[src/rtl/tone_pkg.sv]
package tone_pkg;
  localparam int DAC_W   = 4;
  localparam int TAB_LEN = 32;
  localparam int IDX_W   = $clog2(TAB_LEN);

  // strobes from control to datapath
  typedef struct packed {
    logic rearm;  // compare matched: advance compare register
    logic fire;   // enabled event: step index, refresh DAC code
    logic clear;  // flag clear request
  } toneStrobe_t;

  function automatic logic [DAC_W-1:0] sineSample(input logic [IDX_W-1:0] idx);
    logic [DAC_W-1:0] v;
    case (idx)
      5'd0:  v = 4'd8;   5'd1:  v = 4'd9;   5'd2:  v = 4'd11;  5'd3:  v = 4'd12;
      5'd4:  v = 4'd13;  5'd5:  v = 4'd14;  5'd6:  v = 4'd14;  5'd7:  v = 4'd15;
      5'd8:  v = 4'd15;  5'd9:  v = 4'd15;  5'd10: v = 4'd14;  5'd11: v = 4'd14;
      5'd12: v = 4'd13;  5'd13: v = 4'd12;  5'd14: v = 4'd11;  5'd15: v = 4'd9;
      5'd16: v = 4'd8;   5'd17: v = 4'd7;   5'd18: v = 4'd5;   5'd19: v = 4'd4;
      5'd20: v = 4'd3;   5'd21: v = 4'd2;   5'd22: v = 4'd2;   5'd23: v = 4'd1;
      5'd24: v = 4'd1;   5'd25: v = 4'd1;   5'd26: v = 4'd2;   5'd27: v = 4'd2;
      5'd28: v = 4'd3;   5'd29: v = 4'd4;   5'd30: v = 4'd5;   default: v = 4'd7;
    endcase
    return v;
  endfunction
endpackage

[src/rtl/tone_control.sv]
module tone_control
  import tone_pkg::*;
(
  input  logic        clk,
  input  logic        rstN,
  input  logic        enable,
  input  logic        hit,
  input  logic        ackWr,
  input  logic        ackData,
  output toneStrobe_t strobes,
  output logic        flagOut
);
  logic flagQ;

  always_comb begin
    strobes.rearm = hit;
    strobes.fire  = hit & enable;
    strobes.clear = ackWr & ackData;
  end

  // set has priority over a clear in the same cycle
  always_ff @(posedge clk) begin
    if (!rstN)              flagQ <= 1'b0;
    else if (strobes.fire)  flagQ <= 1'b1;
    else if (strobes.clear) flagQ <= 1'b0;
  end

  assign flagOut = flagQ;
endmodule

[src/rtl/tone_datapath.sv]
module tone_datapath
  import tone_pkg::*;
#(
  parameter int CNT_W = 16
) (
  input  logic             clk,
  input  logic             rstN,
  input  logic [CNT_W-1:0] periodIn,
  input  toneStrobe_t      strobes,
  output logic             hit,
  output logic [DAC_W-1:0] dacOut
);
  logic [CNT_W-1:0] cntQ;
  logic [CNT_W-1:0] cmpQ;
  logic [IDX_W-1:0] idxQ;
  logic [IDX_W-1:0] idxNext;
  logic [DAC_W-1:0] dacQ;

  assign hit     = (cntQ == cmpQ);
  assign idxNext = idxQ + 1'b1;  // natural wrap 31 -> 0

  always_ff @(posedge clk) begin
    if (!rstN) begin
      cntQ <= '0;
      cmpQ <= periodIn;  // counter restarts at zero, so zero plus period
      idxQ <= '0;
      dacQ <= sineSample('0);
    end else begin
      cntQ <= cntQ + 1'b1;
      if (strobes.rearm) cmpQ <= cmpQ + periodIn;
      if (strobes.fire) begin
        idxQ <= idxNext;
        dacQ <= sineSample(idxNext);
      end
    end
  end

  assign dacOut = dacQ;
endmodule

[src/rtl/sine_tone_gen.sv]
module sine_tone_gen
  import tone_pkg::*;
#(
  parameter int CNT_W = 16
) (
  input  logic             clk,
  input  logic             rstN,
  input  logic [CNT_W-1:0] periodIn,
  input  logic             enable,
  input  logic             ackWr,
  input  logic             ackData,
  output logic [DAC_W-1:0] dacOut,
  output logic             flagOut
);
  toneStrobe_t ctrlStrobes;
  logic        hitSig;

  tone_control u_ctrl (
    .clk(clk), .rstN(rstN), .enable(enable), .hit(hitSig),
    .ackWr(ackWr), .ackData(ackData), .strobes(ctrlStrobes), .flagOut(flagOut)
  );

  tone_datapath #(.CNT_W(CNT_W)) u_dp (
    .clk(clk), .rstN(rstN), .periodIn(periodIn), .strobes(ctrlStrobes),
    .hit(hitSig), .dacOut(dacOut)
  );
endmodule

[config.mk]
export PLATFORM = sky130hd
export DESIGN_NAME = sine_tone_gen
export DESIGN_NICKNAME = d
export VERILOG_FILES = /design/src/rtl/tone_pkg.sv /design/src/rtl/tone_control.sv /design/src/rtl/tone_datapath.sv /design/src/rtl/sine_tone_gen.sv
export SDC_FILE = /design/constraint.sdc
export NUM_CORES = 1
export LEC_CHECK = 0
export CORE_MARGIN = 2
export CORE_UTILIZATION = 60
export CTS_BUF_LIST = sky130_fd_sc_hd__clkbuf_4 sky130_fd_sc_hd__clkbuf_8
export DETAILED_ROUTE_END_ITERATION = 6
export PLACE_DENSITY_LB_ADDON = 0.25
export SYNTH_ARGS = -nofsm -noshare
export SYNTH_HDL_FRONTEND = slang
export SYNTH_HIERARCHICAL = 1
export SYNTH_SLANG_ARGS = --single-unit
[constraint.sdc]
create_clock -name clk -period 7.3 [get_ports clk]
set_input_delay 0.73 -clock clk [delete_from_list [all_inputs] [get_ports clk]]
set_output_delay 0.73 -clock clk [all_outputs]
set_load 0.01 [all_outputs]
Yosys cells after proc, flatten, opt, wreduce, memory -nomap -nowiden
Memories as Yosys holds them, arrays and structs flattened. A register that Yosys moved wholly into a read port is not among the register bits. Cells that the tools add are included.

Input bits: 21. Memories kept: 1. Bits in read-only memories: 128. Word-level logic and storage cells: 18. Output and inout port bits: 5. Register bits: 38.

Multiplexer cells: 4. Reductions and logical operators: 2. Bitwise operators: 2. Add/subtract/negate cells: 3. Equality and inequality tests: 2.

Memory list: (no name shown) (words 32, width 4, rd ports 1, clocked after memory_dff 1, write ports 0, line tone_pkg.sv:15) `case (idx)`.

Operators with widths (number): 16-bit 2-to-1 mux (2); 16-bit by 1-bit adder with 16-bit output (second input constant) (1); 16-bit adder (1); 16-bit equality test (1); 5-bit by 1-bit adder with 5-bit output (second input constant) (1); 1-bit bitwise AND (2); 1-bit 2-to-1 mux (2); 2-bit by 1-bit != test with 1-bit output (second input constant) (1); 2-bit nonzero test (1); 1-bit logical NOT (1).

Logic depth before layout (Yosys ltp)
Depth after elaboration: 3. Depth in mapped cells: 9. Gate-level depth less buffers: 8.

Modules after synthesis
The synthesis kept the hierarchy.

By module, submodules not included: tone_datapath (area each 2940.3 um^2, seq. area each 980.9 um^2, cells an instance 328, times used 1); tone_control (area each 63.8 um^2, seq. area each 20.0 um^2, cells an instance 6, times used 1).

Worst setup path after synthesis
OpenSTA, ideal clock, no wires.

Path kind: in2reg. From: input port periodIn[0]. To: register u_dp.cmpQ[8] (data pin). Buffers on the path: 0. Data arrival time: 2.403 ns. Path slack: 4.637 ns. Setup time: 0.260 ns. Stages on the path: 7. Cells stage by stage: ha_1 fa_1 a21o_2 a311oi_2 o31a_2 xnor2_1 mux2_2.

Word-level cells in the longest chain between the ends: 3.

RTL lines: start: declaration (line sine_tone_gen.sv:8) `input logic [CNT_W-1:0] periodIn,`; 16-bit adder (line tone_datapath.sv:30) `if (strobes.rearm) cmpQ <= cmpQ + periodIn;`; 16-bit 2-to-1 mux (line tone_datapath.sv:30); 16-bit 2-to-1 mux (line tone_datapath.sv:23) `if (!rstN) begin`; end signal: assignment (line tone_datapath.sv:25) `cmpQ <= periodIn;`; end signal: assignment (line tone_datapath.sv:30); end: declaration (line tone_datapath.sv:14) `logic [CNT_W-1:0] cmpQ;`.

Every way passes these cells. The select of a mux whose other input is x is not followed. A chain may end at the register's enable or synchronous reset.

Worst setup path after layout
From: input port rstN. To: register u_dp.cmpQ[15] (data pin).

Word-level cells in the longest chain between the ends: 1.

RTL lines: start: declaration (line sine_tone_gen.sv:7) `input logic rstN,`; 16-bit 2-to-1 mux (line tone_datapath.sv:23).

Every way passes these cells.

==> qor.log <==
INFO  place          place.detailed.hpwl=4570µm
INFO  clocking       cts.htree.levels=2
INFO  power          power.sequential.fraction=0.462
INFO  timing         finalHoldWorstSlack=0.471ns
INFO  cells_and_area num_antenna_cells=0
INFO  clocking       max-clock-path-buffers=2
INFO  timing         finalSetupViolCount=0
INFO  timing         skew=0.00636ns
INFO  global_routing globalRouteOverflowTotal=0
INFO  routing        routed-via-count=2457
INFO  timing         share_of_the_clock_period_used_by_the_worst_path=0.464
INFO  floorplan      num_io_pins=26
INFO  floorplan      starting_density_of_the_core=0.628
INFO  synthesis      ys_ff_latch=42
INFO  power          cellInternalPower=410µW
INFO  floorplan      fp.dieArea=5590µm²
INFO  timing         achievable-frequency=295MHz
INFO  synthesis      synthCells=334
INFO  synthesis      yosysUniqueCellTypes=56
INFO  floorplan      chipHeight=74.8µm
INFO  status         run_status=complete, no violations
INFO  worst_setup_path cp.arrival=3.55ns
INFO  clocking       count_of_clock_tree_sinks=42
INFO  power          power.switching_fraction=0.315
INFO  timing         layout_setup_ws=3.91ns
INFO  place          gpl.final_weighted_congestion=0.877
INFO  synthesis      post-synth-top-area-cell=dfxtp_1
INFO  global_routing first_global_vias=2287
INFO  power          totalPowerFinal=598µW
INFO  cells_and_area post_route_cells_drive_above_1_share=0.0791
INFO  timing         max_slew_margin=0.318
INFO  worst_setup_path timing.critical_path.from_type=primary input
INFO  synthesis      yosysWarningCount=6
INFO  synthesis      yosysSeqAreaShare=0.333
INFO  synthesis      syn-mean-instance-area=8.99µm²
INFO  timing         rsz_0062_raised_after_global_routing=false
INFO  cells_and_area finish.net_count=398
INFO  floorplan      design.core.area=4790µm²
INFO  synthesis      synth_fp_nets=379
INFO  flow_run       maxCapViolations=0
INFO  clocking       cts-hold-fix-buffers=0
INFO  timing         tns=0ns
INFO  synthesis      synth-edff-count=16
INFO  place          worst_setup_timing_slack_at_the_placement_stage=3.61ns
INFO  power          vdd_ir_drop_max=0.120mV
INFO  clocking       numCtsBuffers=5
INFO  place          io_buffers=25
INFO  global_routing pin_count_of_the_biggest_net_entering_global_routing=37
INFO  worst_setup_path critical_path.endpoint_type=flop
INFO  routing        number_of_search_and_repair_iterations_in_the_first_detailed_routing_pass=4
INFO  worst_setup_path required=7.46ns
INFO  routing        detail_route.drc_violations=0
INFO  clocking       insertion_delay=0.29ns
INFO  synthesis      synthFlopType=dfxtp_1
INFO  power          comb_power_share=0.277
INFO  global_routing groute.usage.overall=0.239
INFO  routing        drt_iter0_markers=149
INFO  power          pwr_density_cell=177nW/µm²
INFO  global_routing antenna_found_initial=0
INFO  worst_setup_path criticalPathCategory=primary input to flop
INFO  clocking       post_cts_resized=0
INFO  timing         report.final.slew_viol_count=0
INFO  synthesis      postSynth.asyncResetShare=0
INFO  floorplan      num_rows=25
INFO  power          share_clk_of_total_power=0.261
INFO  cells_and_area area_of_the_multi_input_gates=1890µm²
INFO  cells_and_area nFillCells=395
INFO  cells_and_area final-seq-area=1000µm²
INFO  cells_and_area finalCoreUtilization=0.704
INFO  floorplan      dieWidth=74.8µm
INFO  routing        ant_nets=0
INFO  synthesis      synth.top_cells.by_area=dfxtp_1, edfxtp_1, ha_1, xnor2_1, nor2_1
INFO  cells_and_area syn_to_final_growth=12.1%
INFO  routing        post_drt_wl_per_cell=14.7µm
INFO  clocking       tritoncts=done
INFO  routing        avgViaCountPerCell=5.84
INFO  timing         hold_viol=0
INFO  clocking       cts.root.buffer_cell=clkbuf_8
INFO  clocking       cts.reportedPaths.clkPinSlew=0.08ns
INFO  power          power.leakage=1.19nW
INFO  timing         tightest_slew=1.02ns
INFO  synthesis      synth_top_cell_area_share=0.173
INFO  worst_hold_path holdCritPathClass=flop to flop
INFO  worst_setup_path critPathMaxFanout=36
INFO  clocking       postCtsSetupBuffers=0
INFO  synthesis      post_synthesis_cell_area=3000µm²
INFO  global_routing grt_pass1_wl=10400µm
INFO  timing         finalWorstPathRequiredPeriod=3.39ns
INFO  power          switchingPower=188µW
INFO  routing        finalWirelength=6200µm
routing by layer:
layer | share of wire | GRT usage
met5 | 0 | 0
met4 | 0.0064 | 0.0734
met2 | 0.46 | 0.386
met3 | 0.052 | 0.0361
met1 | 0.48 | 0.333
power groups by stage:
stage	Combinational (mW)	Sequential, mW	Clock (mW)
after global placement	0.160	0.281	0
after detailed placement	0.163	0.282	0
after global routing	0.184	0.278	0.167
after floorplan	0.126	0.276	0
final	0.166	0.276	0.156
after CTS	0.164	0.276	0.159
kinds of logic (layout without fill, tap and decap cells):
kind of cell,count (synthesis),in the layout,share of synthesized area
compound gates,77,77,0.172
flops,42,42,0.333
buf+inv,25,45,0.0362
mux,13,13,0.0471
fa+ha+maj,24,24,0.102
xor+xnor,41,41,0.120
simple gates,112,112,0.189
worst max-delay path, cell delays in order:
cell             delay [ns]
clkdlybuf4s50_1        1.14
inv_2                  0.53
or3_1                  0.53
a2111oi_0              0.40
a211oi_1               0.10
nand3_1                0.10
path summary, 6_finish.rpt:
path                               startpoint                           to  slack [ns]  cells past startpoint
setup / recovery                         rstN      u_dp/cmpQ[15]$_DFFE_PP_        3.91                      6
hold / removal    u_ctrl/flagOut$_SDFFE_PN0P_  u_ctrl/flagOut$_SDFFE_PN0P_        0.47                      2
setup reg to reg       u_dp/cmpQ[0]$_DFFE_PP_       u_dp/cmpQ[8]$_DFFE_PP_        4.75                      7
hold reg to reg   u_ctrl/flagOut$_SDFFE_PN0P_  u_ctrl/flagOut$_SDFFE_PN0P_        0.47                      2
final cells by class:
type | instances | share of cell area
clock buffer | 5 | 0.0204
timing repair buffer | 25 | 0.0743
sequential | 42 | 0.297
clock inverter | 3 | 0.00743
inverter | 12 | 0.0134
tap | 67 | 0.0249
multi-input combinational | 267 | 0.562
sequential cells by signal (all words and copies together) (netlist names):
register and flops:
u_ctrl/flagOut 1, u_dp/cmpQ 16, u_dp/dacOut 4, u_dp/idxQ 5
u_dp/cntQ 16
cells in the final DEF, fill, tap and decap left out, drive strengths merged, types with 2 or more instances in the layout:
| master | count |
|---|---|
| xnor2 | 29 |
| inv | 13 |
| a21o | 6 |
| nand3b | 2 |
| nand4 | 10 |
| and2 | 5 |
| a31oi | 3 |
| a21oi | 21 |
| clkbuf | 5 |
| o211ai | 2 |
| and3 | 3 |
| nor3b | 2 |
| nor3 | 7 |
| nor2 | 29 |
| or3 | 6 |
| dfxtp | 26 |
| o2bb2ai | 2 |
| o21ai | 16 |
| a311oi | 2 |
| mux2i | 4 |
| clkdlybuf4s50 | 25 |
| a211o | 4 |
| ha | 23 |
| o31ai | 3 |
| nand3 | 15 |
| o21a | 6 |
| edfxtp | 16 |
| nand2 | 26 |
| a211oi | 4 |
| xor2 | 12 |
| mux2 | 9 |
| nor4 | 3 |
synthesized netlist by cell type, types with 9 or more instances:
cell       n
o21ai_0   16
a21oi_1   21
inv_1     11
dfxtp_1   26
xor2_1    12
nand3_1   14
mux2_2     9
xnor2_1   29
nor2_1    29
ha_1      23
nand2_1   26
edfxtp_1  16
nand4_1   10
per-stage QoR:
stage / cell area, µm² / instances
5_1_grt: 3370 / 421
4_1_cts: 3370 / 421
3_3_place_gp: 3270 / 413
2_1_floorplan: 3000 / 334
3_5_place_dp: 3270 / 413
6_report: 3370 / 421
(Power assumes the default switching activity.)
